==> config.mk <==
export PLATFORM = sky130hd
export DESIGN_NAME = ctr_bank
export DESIGN_NICKNAME = d
export VERILOG_FILES = /design/src/rtl/ctr_bank_pkg.sv /design/src/rtl/ctr_bank_counter.sv /design/src/rtl/ctr_bank_wstage.sv /design/src/rtl/ctr_bank_rsnap.sv /design/src/rtl/ctr_bank.sv
export SDC_FILE = /design/constraint.sdc
export NUM_CORES = 2
export LEC_CHECK = 0
export CORE_MARGIN = 2
export CORE_UTILIZATION = 23
export CTS_CLUSTER_DIAMETER = 50
export DETAILED_ROUTE_END_ITERATION = 12
export GPL_TIMING_DRIVEN = 0
export PLACE_DENSITY = 0.39
export SLEW_MARGIN = 20
export SYNTH_ARGS = -nofsm -noshare
export SYNTH_HDL_FRONTEND = slang
export SYNTH_SLANG_ARGS = --single-unit
==> constraint.sdc <==
create_clock -name clk -period 5.45 [get_ports clk]
set_input_delay 1.09 -clock clk [delete_from_list [all_inputs] [get_ports clk]]
set_output_delay 1.09 -clock clk [all_outputs]
set_load 0.005 [all_outputs]
==> src/rtl/ctr_bank_pkg.sv <==
package ctr_bank_pkg;
    typedef enum logic {WS_IDLE, WS_STAGED} wstage_e;
    typedef enum logic {RS_LIVE, RS_HELD}   rsnap_e;
    typedef enum logic {SR_RUN, SR_CLEAR}   srst_e;

    localparam int unsigned SRST_BIT = 31;

    function automatic logic [31:0] swap_bytes(input logic [31:0] w);
        return {w[7:0], w[15:8], w[23:16], w[31:24]};
    endfunction
endpackage

==> src/rtl/ctr_bank_counter.sv <==
module ctr_bank_counter #(
    parameter int CW        = 64,
    parameter int AMT_W     = 16,
    parameter int BYTE_MODE = 0
) (
    input  logic             clk,
    input  logic             rst_n,
    input  logic             clr,
    input  logic             wr_en,
    input  logic [CW-1:0]    wr_val,
    input  logic             inc,
    input  logic [AMT_W-1:0] amount,
    output logic [CW-1:0]    q
);
    logic [CW-1:0] step;
    assign step = (BYTE_MODE != 0) ? CW'(amount) : CW'(1);

    always_ff @(posedge clk or negedge rst_n) begin
        if (!rst_n)     q <= '0;
        else if (clr)   q <= '0;
        else if (wr_en) q <= wr_val;
        else if (inc)   q <= q + step;
    end

    AST_WRITE_WINS: assert property (@(posedge clk) disable iff (!rst_n)
        wr_en && !clr |=> q == $past(wr_val));
    AST_INC_WRAPS: assert property (@(posedge clk) disable iff (!rst_n)
        inc && !wr_en && !clr |=> q == $past(q) + $past(step));
    AST_CLEAR_ZERO: assert property (@(posedge clk) disable iff (!rst_n)
        clr |=> q == '0);
endmodule

==> src/rtl/ctr_bank_wstage.sv <==
module ctr_bank_wstage
    import ctr_bank_pkg::*;
(
    input  logic        clk,
    input  logic        rst_n,
    input  logic        clr,
    input  logic        stage_en,
    input  logic        commit_en,
    input  logic        word_swap,
    input  logic [31:0] wdata,
    output logic [63:0] commit_val
);
    wstage_e     state, state_nx;
    logic [31:0] staged;
    logic [31:0] other;

    always_comb begin
        state_nx = state;
        unique case (state)
            WS_IDLE:   if (stage_en) state_nx = WS_STAGED;
            WS_STAGED: if (commit_en) state_nx = WS_IDLE;
            default:   state_nx = WS_IDLE;
        endcase
        if (clr) state_nx = WS_IDLE;
    end

    always_ff @(posedge clk or negedge rst_n) begin
        if (!rst_n) state <= WS_IDLE;
        else        state <= state_nx;
    end

    always_ff @(posedge clk or negedge rst_n) begin
        if (!rst_n)        staged <= '0;
        else if (stage_en) staged <= wdata;
    end

    assign other      = (state == WS_STAGED) ? staged : 32'h0;
    assign commit_val = word_swap ? {wdata, other} : {other, wdata};

    AST_STAGE_ENTERS: assert property (@(posedge clk) disable iff (!rst_n)
        stage_en && !clr |=> state == WS_STAGED);
    AST_COMMIT_LEAVES: assert property (@(posedge clk) disable iff (!rst_n)
        commit_en && !stage_en |=> state == WS_IDLE);
endmodule

==> src/rtl/ctr_bank_rsnap.sv <==
module ctr_bank_rsnap
    import ctr_bank_pkg::*;
#(
    parameter int IW = 4
) (
    input  logic          clk,
    input  logic          rst_n,
    input  logic          clr,
    input  logic          rd_upper,
    input  logic          rd_lower,
    input  logic [IW-1:0] idx,
    input  logic [63:0]   live,
    output logic [31:0]   word
);
    rsnap_e        state, state_nx;
    logic [31:0]   snap;
    logic [IW-1:0] snap_idx;

    always_comb begin
        state_nx = state;
        unique case (state)
            RS_LIVE: if (rd_upper) state_nx = RS_HELD;
            RS_HELD: if (rd_lower) state_nx = RS_LIVE;
            default: state_nx = RS_LIVE;
        endcase
        if (clr) state_nx = RS_LIVE;
    end

    always_ff @(posedge clk or negedge rst_n) begin
        if (!rst_n) state <= RS_LIVE;
        else        state <= state_nx;
    end

    always_ff @(posedge clk or negedge rst_n) begin
        if (!rst_n) begin
            snap     <= '0;
            snap_idx <= '0;
        end else if (rd_upper) begin
            snap     <= live[31:0];
            snap_idx <= idx;
        end
    end

    always_comb begin
        if (rd_upper)                                word = live[63:32];
        else if (state == RS_HELD && snap_idx == idx) word = snap;
        else                                         word = live[31:0];
    end

    AST_SNAP_HELD: assert property (@(posedge clk) disable iff (!rst_n)
        rd_upper && !clr |=> state == RS_HELD);
    AST_SNAP_RELEASE: assert property (@(posedge clk) disable iff (!rst_n)
        rd_lower && !clr |=> state == RS_LIVE);
endmodule

==> src/rtl/ctr_bank.sv <==
module ctr_bank
    import ctr_bank_pkg::*;
#(
    parameter int ADDR_W  = 7,
    parameter int NUM_CTR = 7,
    parameter int NUM_EVT = 3,
    parameter int BYTES_W = 16
) (
    input  logic                       clk,
    input  logic                       rst_n,
    input  logic                       cfg_le,
    input  logic                       cfg_word_swap,
    input  logic                       bus_valid,
    input  logic                       bus_write,
    input  logic [ADDR_W-1:2]          bus_addr,
    input  logic [31:0]                bus_wdata,
    output logic [31:0]                bus_rdata,
    output logic                       bus_rvalid,
    input  logic [NUM_CTR-1:0]         evt_strobe,
    input  logic [NUM_CTR*BYTES_W-1:0] evt_bytes,
    output logic [63:0]                mcfg_o,
    output logic                       soft_rst_o
);
    localparam int IW       = ADDR_W - 3;
    localparam int NUM_SLOT = 1 << IW;
    localparam int NUM_REGS = NUM_CTR + 1;

    logic [IW-1:0] idx;
    logic          half_hi, mapped, acc_wr, acc_rd;
    logic          stage_en, commit_en, upper_sel, rd_upper, rd_lower;
    logic [31:0]   wword, rword;
    logic [63:0]   commit_val, live, mcfg_q;
    logic [63:0]   regval [NUM_SLOT];
    logic          srst_go, clr;
    srst_e         srst_state, srst_nx;

    assign idx       = bus_addr[ADDR_W-1:3];
    assign half_hi   = bus_addr[2];
    assign mapped    = (32'(idx) < NUM_REGS);
    assign acc_wr    = bus_valid && bus_write && mapped;
    assign acc_rd    = bus_valid && !bus_write;
    assign wword     = cfg_le ? swap_bytes(bus_wdata) : bus_wdata;
    assign stage_en  = acc_wr && !half_hi;
    assign commit_en = acc_wr && half_hi;
    assign upper_sel = (half_hi == cfg_word_swap);
    assign rd_upper  = acc_rd && mapped && upper_sel;
    assign rd_lower  = acc_rd && mapped && !upper_sel;

    ctr_bank_wstage u_wstage (
        .clk(clk), .rst_n(rst_n), .clr(clr),
        .stage_en(stage_en), .commit_en(commit_en),
        .word_swap(cfg_word_swap), .wdata(wword), .commit_val(commit_val)
    );

    // software reset sequencing
    assign srst_go = commit_en && (idx == '0) && commit_val[SRST_BIT];

    always_comb begin
        srst_nx = srst_state;
        unique case (srst_state)
            SR_RUN:   if (srst_go) srst_nx = SR_CLEAR;
            SR_CLEAR: srst_nx = SR_RUN;
            default:  srst_nx = SR_RUN;
        endcase
    end

    always_ff @(posedge clk or negedge rst_n) begin
        if (!rst_n) srst_state <= SR_RUN;
        else        srst_state <= srst_nx;
    end

    assign soft_rst_o = (srst_state == SR_CLEAR);
    assign clr        = soft_rst_o;

    always_ff @(posedge clk or negedge rst_n) begin
        if (!rst_n)
            mcfg_q <= '0;
        else if (commit_en && idx == '0)
            mcfg_q <= commit_val & ~(64'd1 << SRST_BIT);
    end
    assign mcfg_o = mcfg_q;

    assign regval[0] = mcfg_q;

    genvar gi;
    generate
        for (gi = 0; gi < NUM_CTR; gi++) begin : g_ctr
            logic [63:0] q;
            ctr_bank_counter #(
                .CW(64), .AMT_W(BYTES_W), .BYTE_MODE((gi >= NUM_EVT) ? 1 : 0)
            ) u_ctr (
                .clk(clk), .rst_n(rst_n), .clr(clr),
                .wr_en(commit_en && (32'(idx) == gi + 1)),
                .wr_val(commit_val),
                .inc(evt_strobe[gi]),
                .amount(evt_bytes[gi*BYTES_W +: BYTES_W]),
                .q(q)
            );
            assign regval[gi+1] = q;
        end
        for (gi = NUM_REGS; gi < NUM_SLOT; gi++) begin : g_hole
            assign regval[gi] = 64'h0;
        end
    endgenerate

    assign live = regval[idx];

    ctr_bank_rsnap #(.IW(IW)) u_rsnap (
        .clk(clk), .rst_n(rst_n), .clr(clr),
        .rd_upper(rd_upper), .rd_lower(rd_lower),
        .idx(idx), .live(live), .word(rword)
    );

    always_ff @(posedge clk or negedge rst_n) begin
        if (!rst_n) begin
            bus_rvalid <= 1'b0;
            bus_rdata  <= '0;
        end else begin
            bus_rvalid <= acc_rd;
            if (acc_rd && mapped) bus_rdata <= cfg_le ? swap_bytes(rword) : rword;
            else                  bus_rdata <= '0;
        end
    end

    AST_STAGE_HOLDS_CFG: assert property (@(posedge clk) disable iff (!rst_n)
        stage_en |=> $stable(mcfg_o));
    AST_SRST_FOLLOWS: assert property (@(posedge clk) disable iff (!rst_n)
        srst_go |=> soft_rst_o);
    AST_SRST_SINGLE: assert property (@(posedge clk) disable iff (!rst_n)
        soft_rst_o |=> !soft_rst_o);
    AST_CFG_BIT_CLEAR: assert property (@(posedge clk) disable iff (!rst_n)
        commit_en && idx == '0 |=> !mcfg_o[SRST_BIT]);
    AST_RVALID_NEXT: assert property (@(posedge clk) disable iff (!rst_n)
        acc_rd |=> bus_rvalid);
    AST_HOLE_READS_ZERO: assert property (@(posedge clk) disable iff (!rst_n)
        bus_valid && !bus_write && !mapped |=> bus_rdata == 32'h0);
endmodule

==> flow_metrics.tcl <==
set metrics [dict create \
    ant_nets 0 \
    dr.pass1.iters 5 \
    grt_pass1_wl_um 320400 \
    post-cts-setup-buffer-count 0 \
    cts-root-buf "clkbuf_16" \
    end_kind "flop" \
    synth_seq_cells 615 \
    via_per_inst 5.500 \
    power_mw 23.52 \
    power_switching_mw 9.178 \
    p_per_area_nw_per_um2 444.7 \
    drc 0 \
    antenna_found_initial 26 \
    pin_count 260 \
    fmax_mhz 182.8 \
    stdcell_area_um2 52880 \
    netlist_area_um2 41780 \
    yosys-top-cells-count "nor2_1 (640), dfrtp_1 (615), a211oi_1 (369)" \
    fin_ws_ns -0.01986 \
    required_ns 6.13 \
    final_nets 5129 \
    areaGrowthSynthToFinish_pct 26.57 \
    place_congestion 0.9770 \
    die_h_um 430.2 \
    grt_util_met1 0.3159 \
    fin_crit_sh 1.004 \
    dr.first_iter.drc_count 3879 \
    ys.flop_type "dfrtp_1" \
    finalSetupTns_ns -0.01986 \
    synth_top_area_frac 0.3683 \
    critPathLaunchType "input port" \
    met3_usage 0.03595 \
    cts.sinks 615 \
    violations "setup timing" \
    cts_resized 0 \
    synthesis.instances 4510 \
    combPwrFrac 0.316 \
    hold_viol 0 \
    critical-path-slowest-cell "clkbuf_1" \
    synth_nets 4743 \
    max-clock-path-buffers 3 \
    hold_class "input port to async pin" \
    grt_max_degree 86 \
    vias 40540 \
    ys_async_sr_fraction 1.000 \
    grt_pass1_vias 39810 \
    cts-hold-fix-buffers 0 \
    yosys_warnings 0 \
    crit_path_frequent_cell "clkbuf_1" \
    critical-path-max-stage-delay_ns 0.93 \
    crit_fanout 10 \
    synth_sequential_area_ratio 0.3683 \
    insertion_delay_ns 0.77 \
    max-cap-violations 0 \
    finalNonFillerCells 7371 \
    start_util 0.2314 \
    peakVddDrop_mv 0.2973 \
    setup_viol 1 \
    dieArea_um2 185100 \
    cts_tree "built" \
    slew_violations 0 \
    post-route-util 0.2929 \
    status "complete, but fails checks" \
    cts_buffers 116 \
    overflow 0 \
    core_um2 180500 \
    power.internal_mw 14.34 \
    critical_path_arrival_ns 6.15 \
    fp.dieW_um 430.2 \
    syn_area_per_cell_um2 9.264 \
    io_buffer_count 205 \
    path_class "input port to flop" \
    placement_rows 156 \
    finalClockSkew_ns 0.04608 \
    seq_power_share 0.325 \
    grt_usage 0.2440 \
    yosysMostFrequentCell "nor2_1" \
    crit_chain "clkdlybuf4s50_1 -> clkbuf_1 -> buf_2 -> or3_1 -> clkbuf_1 -> clkbuf_1 -> clkbuf_1 -> o211ai_1 -> a21oi_1" \
    clk_pin_slew_ns 0.06 \
    timing.slew.headroom 0.1885 \
    placed_area_um2 48390 \
    synth_top_area_cell "dfrtp_1" \
    total_leakage_power_nw 20.08 \
    dp_hpwl_um 184500 \
    clockPowerShare 0.358 \
    routed_wirelength_um 230800 \
    worstMarginPinSlew_ns 1.217 \
    htree_levels 3 \
    wl_per_cell_um 31.32 \
    finalCriticalPeriod_ns 5.470 \
    synth_edf_count 0 \
    gr-usage-met2 0.3957 \
    rsz0062_at_grt "false" \
    switching_share 0.3903 \
    grt_busiest_layer "met2" \
    dp.cells 7148 \
    synthTopCellsByArea "dfrtp_1 (37%), mux4_2 (6.8%), a211oi_1 (6.6%)" \
    drive_gt1_frac 0.1392 \
    ys_types 89 \
]
area by class of cell:
class	instances	area [µm²]
inverters	75	281.5
diodes	2	5.005
flip-flops and latches	615	15390
well taps	2370	2965
multi-input cells	3485	25300
fillers	18830	127700
repair buffers	268	3112
plain buffers	335	1353
clock inverters	83	1331
clock buffers	138	3148
through the flow:
stage	hold WS [ns]	setup WS, ns
2_1_floorplan	0.4805	1.870
3_3_place_gp	0.4887	-28.63
3_5_place_dp	0.4951	-0.7292
4_1_cts	0.1666	0.07327
5_1_grt	0.2236	0.01830
6_report	0.2032	-0.01986
final timing paths:
check | start | depth (start not counted) | slack [ns] | end
worst max-delay path | bus_addr[3] | 9 | -0.02 | g_ctr[3].u_ctr.q[1]
min in group clk | u_rsnap.snap[6] | 1 | 0.50 | u_rsnap.snap[6]
worst min-delay path | rst_n | 1 | 0.20 | g_ctr[3].u_ctr.q[3]
worst max register to register | g_ctr[3].u_ctr.q[6] | 11 | 0.89 | g_ctr[3].u_ctr.q[17]
worst min register to register | u_rsnap.snap[6] | 1 | 0.50 | u_rsnap.snap[6]
max in group asynchronous | rst_n | 6 | 3.06 | u_wstage.staged[29]
placed cells by master (no fill, tap or decap), types with 72 or more instances in the layout:
cell type and instances:
nor2_1 640, dfrtp_1 615, a211oi_1 369, nand2_1 288, clkbuf_1 274, clkdlybuf4s50_1 204, nand3_1 197, xnor2_1 177
a21oi_1 164, mux2_2 140, xor2_1 130, mux4_2 126, mux2i_1 125, clkbuf_16 118, nand4_1 109, nor3_1 89
o21ai_0 89, inv_1 75, nor4_1 72
kinds of logic after synthesis:
logic type,synth area share
adders and majority gates,0.02198
AOI/OAI and AO/OA,0.1593
other,0.00008975
muxes,0.1429
DFF,0.3683
and+or+nand+nor,0.2045
xor gates and xnor gates,0.06435
buffers and inverters,0.03851
power by group through the flow:
stage	combinational [mW]	sequential, mW	clock (mW)
6_report	7.44	7.65	8.43
3_3_place_gp	7.04	7.62	0
3_5_place_dp	7.30	7.61	0
2_1_floorplan	4.64	6.62	0
5_1_grt	7.98	7.73	8.74
4_1_cts	7.35	7.55	8.53
critical path: cells and delay by family:
kind                   cells  cell delay, ns
buffers and inverters      6            4.31
AOI/OAI and AO/OA          2            0.47
and+or+nand+nor            1            0.25
registers in the layout (all words and copies together) (netlist names):
signal and cells:
soft_rst_o 1, u_rsnap.state 1, u_rsnap.snap 32, u_wstage.staged 32, bus_rvalid 1, g_ctr.u_ctr.q 448
mcfg_o 63, u_wstage.state 1, bus_rdata 32, u_rsnap.snap_idx 4
metal layers:
metal | wire length, µm | share of wire | vias up
li1 | - | - | 17740
met1 | 96890 | 0.42 | 20650
met2 | 106900 | 0.46 | 1735
met3 | 14030 | 0.061 | 418
met4 | 12970 | 0.056 | 2
met5 | 13 | 0.000056 | -
No activity file was read; power rests on OpenSTA's default activity.
